===== src/rtl/afs_pkg.sv =====
`timescale 1ns/1ps
// Shared types for the frame sync generator.
package afs_pkg;
    // Format select encoding; FS_OFF means the port is not link master.
    typedef enum logic [1:0] {
        FS_OFF = 2'b00,
        FS_I2S = 2'b01,
        FS_LJ  = 2'b10,
        FS_PCM = 2'b11
    } fs_mode_e;
endpackage


===== src/rtl/afs_cfg_check.sv =====
`timescale 1ns/1ps
// Configuration legality check.
// Flags a zero period or a period below the width field (unsigned).
// Assumes: go is high only in a master format with enable set.
module afs_cfg_check #(
    parameter int PERIOD_W = 9,
    parameter int WIDTH_W  = 25
) (
    input  logic                clk,
    input  logic                rst_n,
    input  logic                go,
    input  logic [PERIOD_W-1:0] period_in,
    input  logic [WIDTH_W-1:0]  width_in,
    output logic                legal,
    output logic                err_q
);
    localparam int CMP_W = (WIDTH_W > PERIOD_W) ? WIDTH_W : PERIOD_W;

    logic [CMP_W-1:0] per_x;
    logic [CMP_W-1:0] wid_x;

    // Widen both fields to a common width for the comparison.
    always_comb begin
        per_x = CMP_W'(period_in);
        wid_x = CMP_W'(width_in);
        legal = (per_x != '0) && (per_x >= wid_x);
    end

    // Register the error flag for enabled master operation.
    always_ff @(posedge clk) begin
        if (!rst_n) err_q <= 1'b0;
        else        err_q <= go && !legal;
    end
endmodule


===== src/rtl/afs_counter.sv =====
`timescale 1ns/1ps
// Frame position counter with boundary-latched configuration.
// Counts ticks 0..P-1 and reports the asserted phase (position <= W).
// Loads new settings only on a frame start; stops at a boundary if illegal.
// Assumes: legal comes from afs_cfg_check on the same period/width inputs.
module afs_counter #(
    parameter int PERIOD_W = 9,
    parameter int WIDTH_W  = 25
) (
    input  logic                clk,
    input  logic                rst_n,
    input  logic                go,
    input  logic                tick,
    input  logic                legal,
    input  logic [PERIOD_W-1:0] period_in,
    input  logic [WIDTH_W-1:0]  width_in,
    output logic                phase_on,
    output logic                sof
);
    localparam int CMP_W = (WIDTH_W > PERIOD_W) ? WIDTH_W : PERIOD_W;

    logic                run;
    logic [PERIOD_W-1:0] cnt;
    logic [PERIOD_W-1:0] sh_per;
    logic [WIDTH_W-1:0]  sh_wid;
    logic                at_end;

    // Detect the last tick of the running frame.
    always_comb begin
        at_end   = (cnt == sh_per - PERIOD_W'(1));
        phase_on = run && (CMP_W'(cnt) <= CMP_W'(sh_wid));
    end

    // Advance position, restart frames and latch settings at boundaries.
    always_ff @(posedge clk) begin
        if (!rst_n) begin
            run    <= 1'b0;
            cnt    <= '0;
            sh_per <= '0;
            sh_wid <= '0;
            sof    <= 1'b0;
        end else begin
            sof <= 1'b0;
            if (!go) begin
                run <= 1'b0;
                cnt <= '0;
            end else if (tick) begin
                if (!run || at_end) begin
                    cnt <= '0;
                    if (legal) begin
                        run    <= 1'b1;
                        sh_per <= period_in;
                        sh_wid <= width_in;
                        sof    <= 1'b1;
                    end else begin
                        run <= 1'b0;
                    end
                end else begin
                    cnt <= cnt + PERIOD_W'(1);
                end
            end
        end
    end

    // Position does not move without a tick while enabled.
    assert_hold_no_tick_R4: assert property (@(posedge clk) disable iff (!rst_n)
        (go && !tick) |=> $stable(cnt));

    // Position never reaches the latched period.
    assert_cnt_in_range_R1: assert property (@(posedge clk) disable iff (!rst_n)
        run |-> (cnt < sh_per));

    // Latched settings change only on a frame start.
    assert_shadow_hold_R10: assert property (@(posedge clk) disable iff (!rst_n)
        (go && run && !(tick && at_end)) |=> ($stable(sh_per) && $stable(sh_wid)));

    // Start pulse coincides with position zero of a running frame.
    assert_sof_at_zero_R5: assert property (@(posedge clk) disable iff (!rst_n)
        sof |-> (run && cnt == '0));
endmodule


===== src/rtl/afs_polarity.sv =====
`timescale 1ns/1ps
// Output level stage: maps the asserted phase onto the format's polarity.
// Assumes: phase_on is low whenever the counter is idle.
module afs_polarity
    import afs_pkg::*;
(
    input  fs_mode_e fmt,
    input  logic     phase_on,
    output logic     fsync
);
    // Select the line level from format and phase.
    always_comb begin
        unique case (fmt)
            FS_OFF:  fsync = 1'b0;
            FS_I2S:  fsync = !phase_on;
            default: fsync = phase_on;
        endcase
    end
endmodule


===== src/rtl/frame_sync_gen.sv =====
`timescale 1ns/1ps
// Frame sync generator top: legality check, frame counter, polarity stage.
// Assumes: bclk_tick is a single-clock strobe from the bit clock divider.
module frame_sync_gen
    import afs_pkg::*;
#(
    parameter int PERIOD_W = 9,
    parameter int WIDTH_W  = 25
) (
    input  logic                clk,
    input  logic                rst_n,
    input  logic                bclk_tick,
    input  logic                enable,
    input  logic [1:0]          fmt_sel,
    input  logic [PERIOD_W-1:0] period_cfg,
    input  logic [WIDTH_W-1:0]  width_cfg,
    output logic                fsync,
    output logic                frame_start,
    output logic                cfg_err
);
    fs_mode_e fmt;
    logic     go;
    logic     legal;
    logic     phase_on;

    // Decode the format and the run condition.
    always_comb begin
        fmt = fs_mode_e'(fmt_sel);
        go  = enable && (fmt != FS_OFF);
    end

    afs_cfg_check #(.PERIOD_W(PERIOD_W), .WIDTH_W(WIDTH_W)) chk_i (
        .clk(clk), .rst_n(rst_n), .go(go),
        .period_in(period_cfg), .width_in(width_cfg),
        .legal(legal), .err_q(cfg_err)
    );

    afs_counter #(.PERIOD_W(PERIOD_W), .WIDTH_W(WIDTH_W)) cnt_i (
        .clk(clk), .rst_n(rst_n), .go(go), .tick(bclk_tick), .legal(legal),
        .period_in(period_cfg), .width_in(width_cfg),
        .phase_on(phase_on), .sof(frame_start)
    );

    afs_polarity pol_i (.fmt(fmt), .phase_on(phase_on), .fsync(fsync));

    // A frame start shows the format's asserted level.
    assert_sof_level_R8: assert property (@(posedge clk) disable iff (!rst_n)
        (frame_start && fmt != FS_OFF) |-> (fsync == (fmt != FS_I2S)));

    // An error clock never carries a frame start.
    assert_err_no_sof_R6: assert property (@(posedge clk) disable iff (!rst_n)
        cfg_err |-> !frame_start);
endmodule


===== config.mk =====
export PLATFORM = sky130hd
export DESIGN_NAME = frame_sync_gen
export DESIGN_NICKNAME = d
export VERILOG_FILES = /design/src/rtl/afs_pkg.sv /design/src/rtl/afs_cfg_check.sv /design/src/rtl/afs_counter.sv /design/src/rtl/afs_polarity.sv /design/src/rtl/frame_sync_gen.sv
export SDC_FILE = /design/constraint.sdc
export NUM_CORES = 1
export LEC_CHECK = 0
export ABC_AREA = 1
export BUFFER_PORTS_ARGS = -buffer_cell sky130_fd_sc_hd__buf_2
export CORE_ASPECT_RATIO = 1.5
export CORE_UTILIZATION = 40
export CTS_CLUSTER_DIAMETER = 80
export CTS_CLUSTER_SIZE = 20
export DETAILED_ROUTE_END_ITERATION = 16
export SYNTH_ARGS = -nofsm -noshare
export SYNTH_HDL_FRONTEND = slang
export SYNTH_SLANG_ARGS = --single-unit

===== constraint.sdc =====
create_clock -name clk -period 1.8 [get_ports clk]
set_input_delay 0.27 -clock clk [delete_from_list [all_inputs] [get_ports clk]]
set_output_delay 0.27 -clock clk [all_outputs]
set_load 0.05 [all_outputs]

## Yosys cells after proc, flatten, opt, wreduce, memory -nomap -nowiden

Cells that the tools add are included.

- Input port bits: 40
- Logic and storage cells: 30
- Bits in registers: 46
- Output and inout bits: 3

- Equal/unequal tests: 2
- Add/subtract/negate cells: 2
- Muxes and demuxes: 3
- Reduce and logical (&&, ||, !) cells: 15
- Magnitude comparators: 2

Operators with widths:

| operator | number |
|---|---|
| $ge 9x25->1 | 1 |
| $le 9x25->1 | 1 |
| $add 9x1->9 const B | 1 |
| $eq 9x9->1 | 1 |
| $mux 9 | 1 |
| $reduce_bool 9->1 | 1 |
| $sub 9x1->9 const B | 1 |
| $reduce_and 4->1 | 2 |
| $logic_and 1x1->1 | 4 |
| $reduce_and 2->1 | 2 |
| $logic_not 1->1 | 3 |
| $eq 2x1->1 const B | 1 |
| $logic_not 2->1 | 1 |
| $pmux 1 s2 | 1 |
| $reduce_bool 2->1 | 1 |
| $logic_or 1x1->1 | 1 |
| $mux 1 | 1 |

## Longest topological paths before layout

- Word-level depth: 4
- Gate-level depth with buffers: 17
- Depth with buffers taken out: 16

## Hierarchy

Synthesis repeated with hierarchy kept, for this count alone.

- Cell total of the unflattened synthesis: 541
- Area, all modules: 3254.4 um^2

By module, submodules not included:

| module | instances | cells an instance | sequential area each (um^2) | area an instance (um^2) |
|---|---|---|---|---|
| afs_counter | 1 | 452 | 900.9 | 2778.9 |
| afs_cfg_check | 1 | 82 | 20.0 | 449.2 |
| afs_polarity | 1 | 4 | 0.0 | 15.0 |
| frame_sync_gen | 1 | 3 | 0.0 | 11.3 |

## Worst setup path before layout

No wires, ideal clock.

- Path kind: register to output
- Start point: register cnt_i.sh_wid[6]
- End point: output fsync
- Slack: -0.746 ns
- Arrival time: 2.276 ns
- Cell stages (with the launch flop): 10
- Path buffers: 0
- Data required time: 1.530 ns
- Path through: dfxtp_1 inv_1 ha_1 a21oi_1 o21ai_0 a21oi_1 o21ai_0 o211ai_1 nand2_1 o21ai_0

- Word-level cells in the longest chain between the ends: 4

RTL lines:

| what | line | source |
|---|---|---|
| start: declaration | afs_counter.sv:25 | `logic [WIDTH_W-1:0] sh_wid;` |
| start signal: assignment | afs_counter.sv:53 | `sh_wid <= width_in;` |
| $le 9x25->1 (*) | afs_counter.sv:31 | `phase_on = run && (CMP_W'(cnt) <= CMP_W'(sh_wid));` |
| $logic_and 1x1->1 (*) | afs_counter.sv:31 |  |
| $logic_not 1->1 | afs_polarity.sv:15 | `FS_I2S: fsync = !phase_on;` |
| $pmux 1 s2 (*) | afs_polarity.sv:13 | `unique case (fmt)` |
| end: declaration | frame_sync_gen.sv:17 | `output logic fsync,` |

Every way passes the cells marked *; elsewhere a longest branch is shown, timed or not.

## Worst setup path after layout

- Start point: register cnt_i.sh_wid[8]
- End point: output fsync

The elaborated chain is that of the path after synthesis.

==> key figures <==
Outcome
  • Outcome: finished with violations
  • Failing checks: setup timing

Floorplan
  • Core area: about 6500 µm²
  • Die width: just under 70 µm
  • Rows: 36
  • # IOs: 43
  • Die H: between 100 and 150 µm
  • Die area: 7050 µm²
  • Initial Utilization: ~41%

Critical path
  • Arr. time, crit path: a little under 2 ns
  • Reg-to-reg startpoint: cnt_i.sh_per[0]
  • WS Path Type: flip-flop to primary output
  • Worst Setup SP: cnt_i.sh_wid[8]
  • Worst reg-to-reg setup slack: -0.22 ns
  • Crit path max fanout: 3
  • Reg2reg path depth: 14
  • WP data required: 1.53 ns
  • CP Launch Type: flip-flop
  • Worst Setup End Kind: primary output

Timing
  • Tmin final: 2.21 ns
  • Final Hold Viols: 0
  • Max-slew violations: 0
  • # setup viols final: between 40 and 50
  • Slew @ Worst Pin: between 0.4 and 0.5 ns
  • RSZ-0062 raised after global routing: true
  • Final worst setup slack: -0.415 ns
  • Fin crit share: 123%
  • Clock Skews: roughly 0.012 ns
  • Hold_ws: between 0.15 and 0.2 ns
  • Slew margin rel.: ~70%
  • Max Clock Freq: ~450 MHz

Route
  • DR WL/cell: 13.7 µm
  • Number of routed nets with antenna violations: 0
  • DR iter-0 viols: around 70
  • DR vias: ~2,800
  • Vias per cell: 4.98
  • Final WL: approximately 7700 µm
  • Residual DRC: 0
  • DRT Pass-1 Iters: 4

GRT
  • First-pass GRT wire length: around 12,000 µm
  • Largest net degree at the start of global routing: 36
  • GRT busiest layer: met2
  • Grt met3 use: 2.68%
  • Tot GR Track Use: a little under a quarter
  • Vias in the first global route: between 2,000 and 3,000
  • Met2 Track Usage GR: ~44%
  • Met1 Use GR: between 20% and 30%
  • Overflow after GRT: 0
  • Initial antenna violation count: 0

Power and ir drop
  • Pleak: roughly 0.0018 µW
  • Max rail drop VDD: around 0.38 mV
  • Pwr Density: between 400 and 500 nW/µm²

Final layout
  • Area delta synth->final: 54.0%
  • Filler cells: between 500 and 600
  • Final core occ: 63.7%
  • Commonest non-fill, non-tap cells in the layout: 56 x nand2_1, 54 x nor2_1, 46 x buf_4, 41 x buf_2, 34 x inv_1
  • Commonest non-fill, non-tap cell in the layout: nand2_1
  • ANT cells: 0
  • Layout cell share with drive strength beyond 1: between 40% and 50%
  • Nets: 547

Synth
  • Post-Syn Nets: 448
  • Sequential area share after synthesis: ~34%
  • Mapped Cells: about 390
  • Syn_area_per_cell: about 6.9 µm²
  • Synthesized flop and latch total: 46
  • Synth cell types: 31
  • Post-Syn Area: 2690 µm²
  • Yosys warns: 0

Clocking
  • Hold buffers post-CTS: 0
  • CTS buffer count: 5
  • Clock Path Buffers: 2
  • Clk slew on worst S/H paths: ~0.1 ns
  • CTS HTree Levels: 2
  • Clock Root Buffer: clkbuf_8
  • CTS tree: yes
  • Clk_lat worst skew: roughly 0.3 ns
  • Clk sinks: 46

Placement
  • Post-DP HPWL: between 5000 and 6000 µm
  • Post-Place Worst Slack: -0.261 ns
  • PortBufs: 42
  • Gp weighted congestion: 0.891

Hold path
  • HP Class: primary input to flip-flop
  • Hold path startpoint: rst_n
  • Hold Path Depth: 3

Run
  • MaxCap Viol Count: 0
synth_stat cells:
cell type	n	area (µm²)
clkbuf_1	5	18.8
nor2_1	62	233
nand3_1	13	65.1
nor2_2	3	18.8
or2_0	1	6.26
clkinv_1	1	3.75
o21bai_1	1	7.51
nand2_1	96	360
xnor2_1	4	35.0
buf_2	4	20.0
nor3_1	4	20.0
nand3_2	1	10.0
inv_2	1	3.75
nand2_4	1	11.3
o21ai_0	7	35.0
nand4_1	25	156
inv_1	41	154
dfxtp_1	46	921
nor4_1	4	25.0
nand2_2	2	12.5
and2_1	1	6.26
a21oi_1	28	140
buf_8	2	30.0
xor2_1	8	70.1
nor3b_1	1	7.51
nor2_4	1	11.3
ha_1	20	250
xnor3_1	1	22.5
o211ai_1	1	7.51
a21boi_0	1	7.51
nand3b_1	2	15.0
metal layers:
layer / up-vias / part of all wire, %
met5: - / 0
met4: 0 / 2.9
met3: 16 / 2.2
met2: 53 / 56
met1: 1278 / 39
li1: 1461 / -
area by class of cell:
cell class | instances | area [µm²] | area share, %
tap | 76 | 95.1 | 2.30
sequential | 46 | 940 | 22.7
inverter | 43 | 161 | 3.90
clock inverter | 3 | 25.0 | 0.605
timing repair buffer | 103 | 841 | 20.3
clock buffer | 5 | 68.8 | 1.66
multi-input combinational | 288 | 2000 | 48.5
power by group:
part	leakage (µW)	switching, µW	internal [µW]
registers	0.000378	0.662	1020
logic	0.00139	140	118
clock network	0.0000447	376	281
total	0.00182	517	1410
flip-flops by register name (all words and copies together), names as in the netlist:
name,cells
cnt_i.sh_wid,25
cnt_i.cnt,9
cnt_i.sh_per,9
chk_i.err_q,1
cnt_i.run,1
cnt_i.sof,1
timing repair:
action	in CTS	in global routing
endpoints found under the setup margin	45	45
gates cloned	4	2
buffers inserted	6	4
hold endpoints to repair	0	0
pin swaps	20	23
gates resized for setup	73	58
final timing paths:
check / endpoint
hold reg to reg: cnt_i.sh_wid[10]
setup reg to reg: cnt_i.sh_wid[8]
setup / recovery: fsync
hold / removal: cnt_i.sof
kinds of logic (layout without fill, tap and decap cells):
logic type	Yosys count	in the layout	synth area share, %
and+or+nand+nor	217	217	35.7
xor gates and xnor gates	13	13	4.75
buffers and inverters	54	154	8.57
AOI/OAI and AO/OA	38	38	7.36
adders and majority gates	20	20	9.32
DFF	46	46	34.3
per-stage QoR:
stage | TNS [ns] | instances | total power, µW | cell area, µm²
floorplan | -0.00217 | 388 | 1160 | 2790
global placement | -6.74 | 542 | 1290 | 3400
detailed placement | -8.03 | 542 | 1290 | 3400
CTS | -7.25 | 560 | 1950 | 3890
global route | -11.30 | 564 | 2020 | 4130
finish | -5.93 | 564 | 1930 | 4130
worst max-delay path: stages (launching register included):
cell and delay [ns]:
dfxtp_2 0.35, inv_2 0.04, ha_4 0.26, a21oi_2 0.16, o21ai_1 0.10, a21oi_2 0.13
o21ai_2 0.07, o211ai_1 0.09, nand2_1 0.14, o21ai_4 0.14, buf_6 0.17
Note: power is estimated with default switching activity, not from simulation.
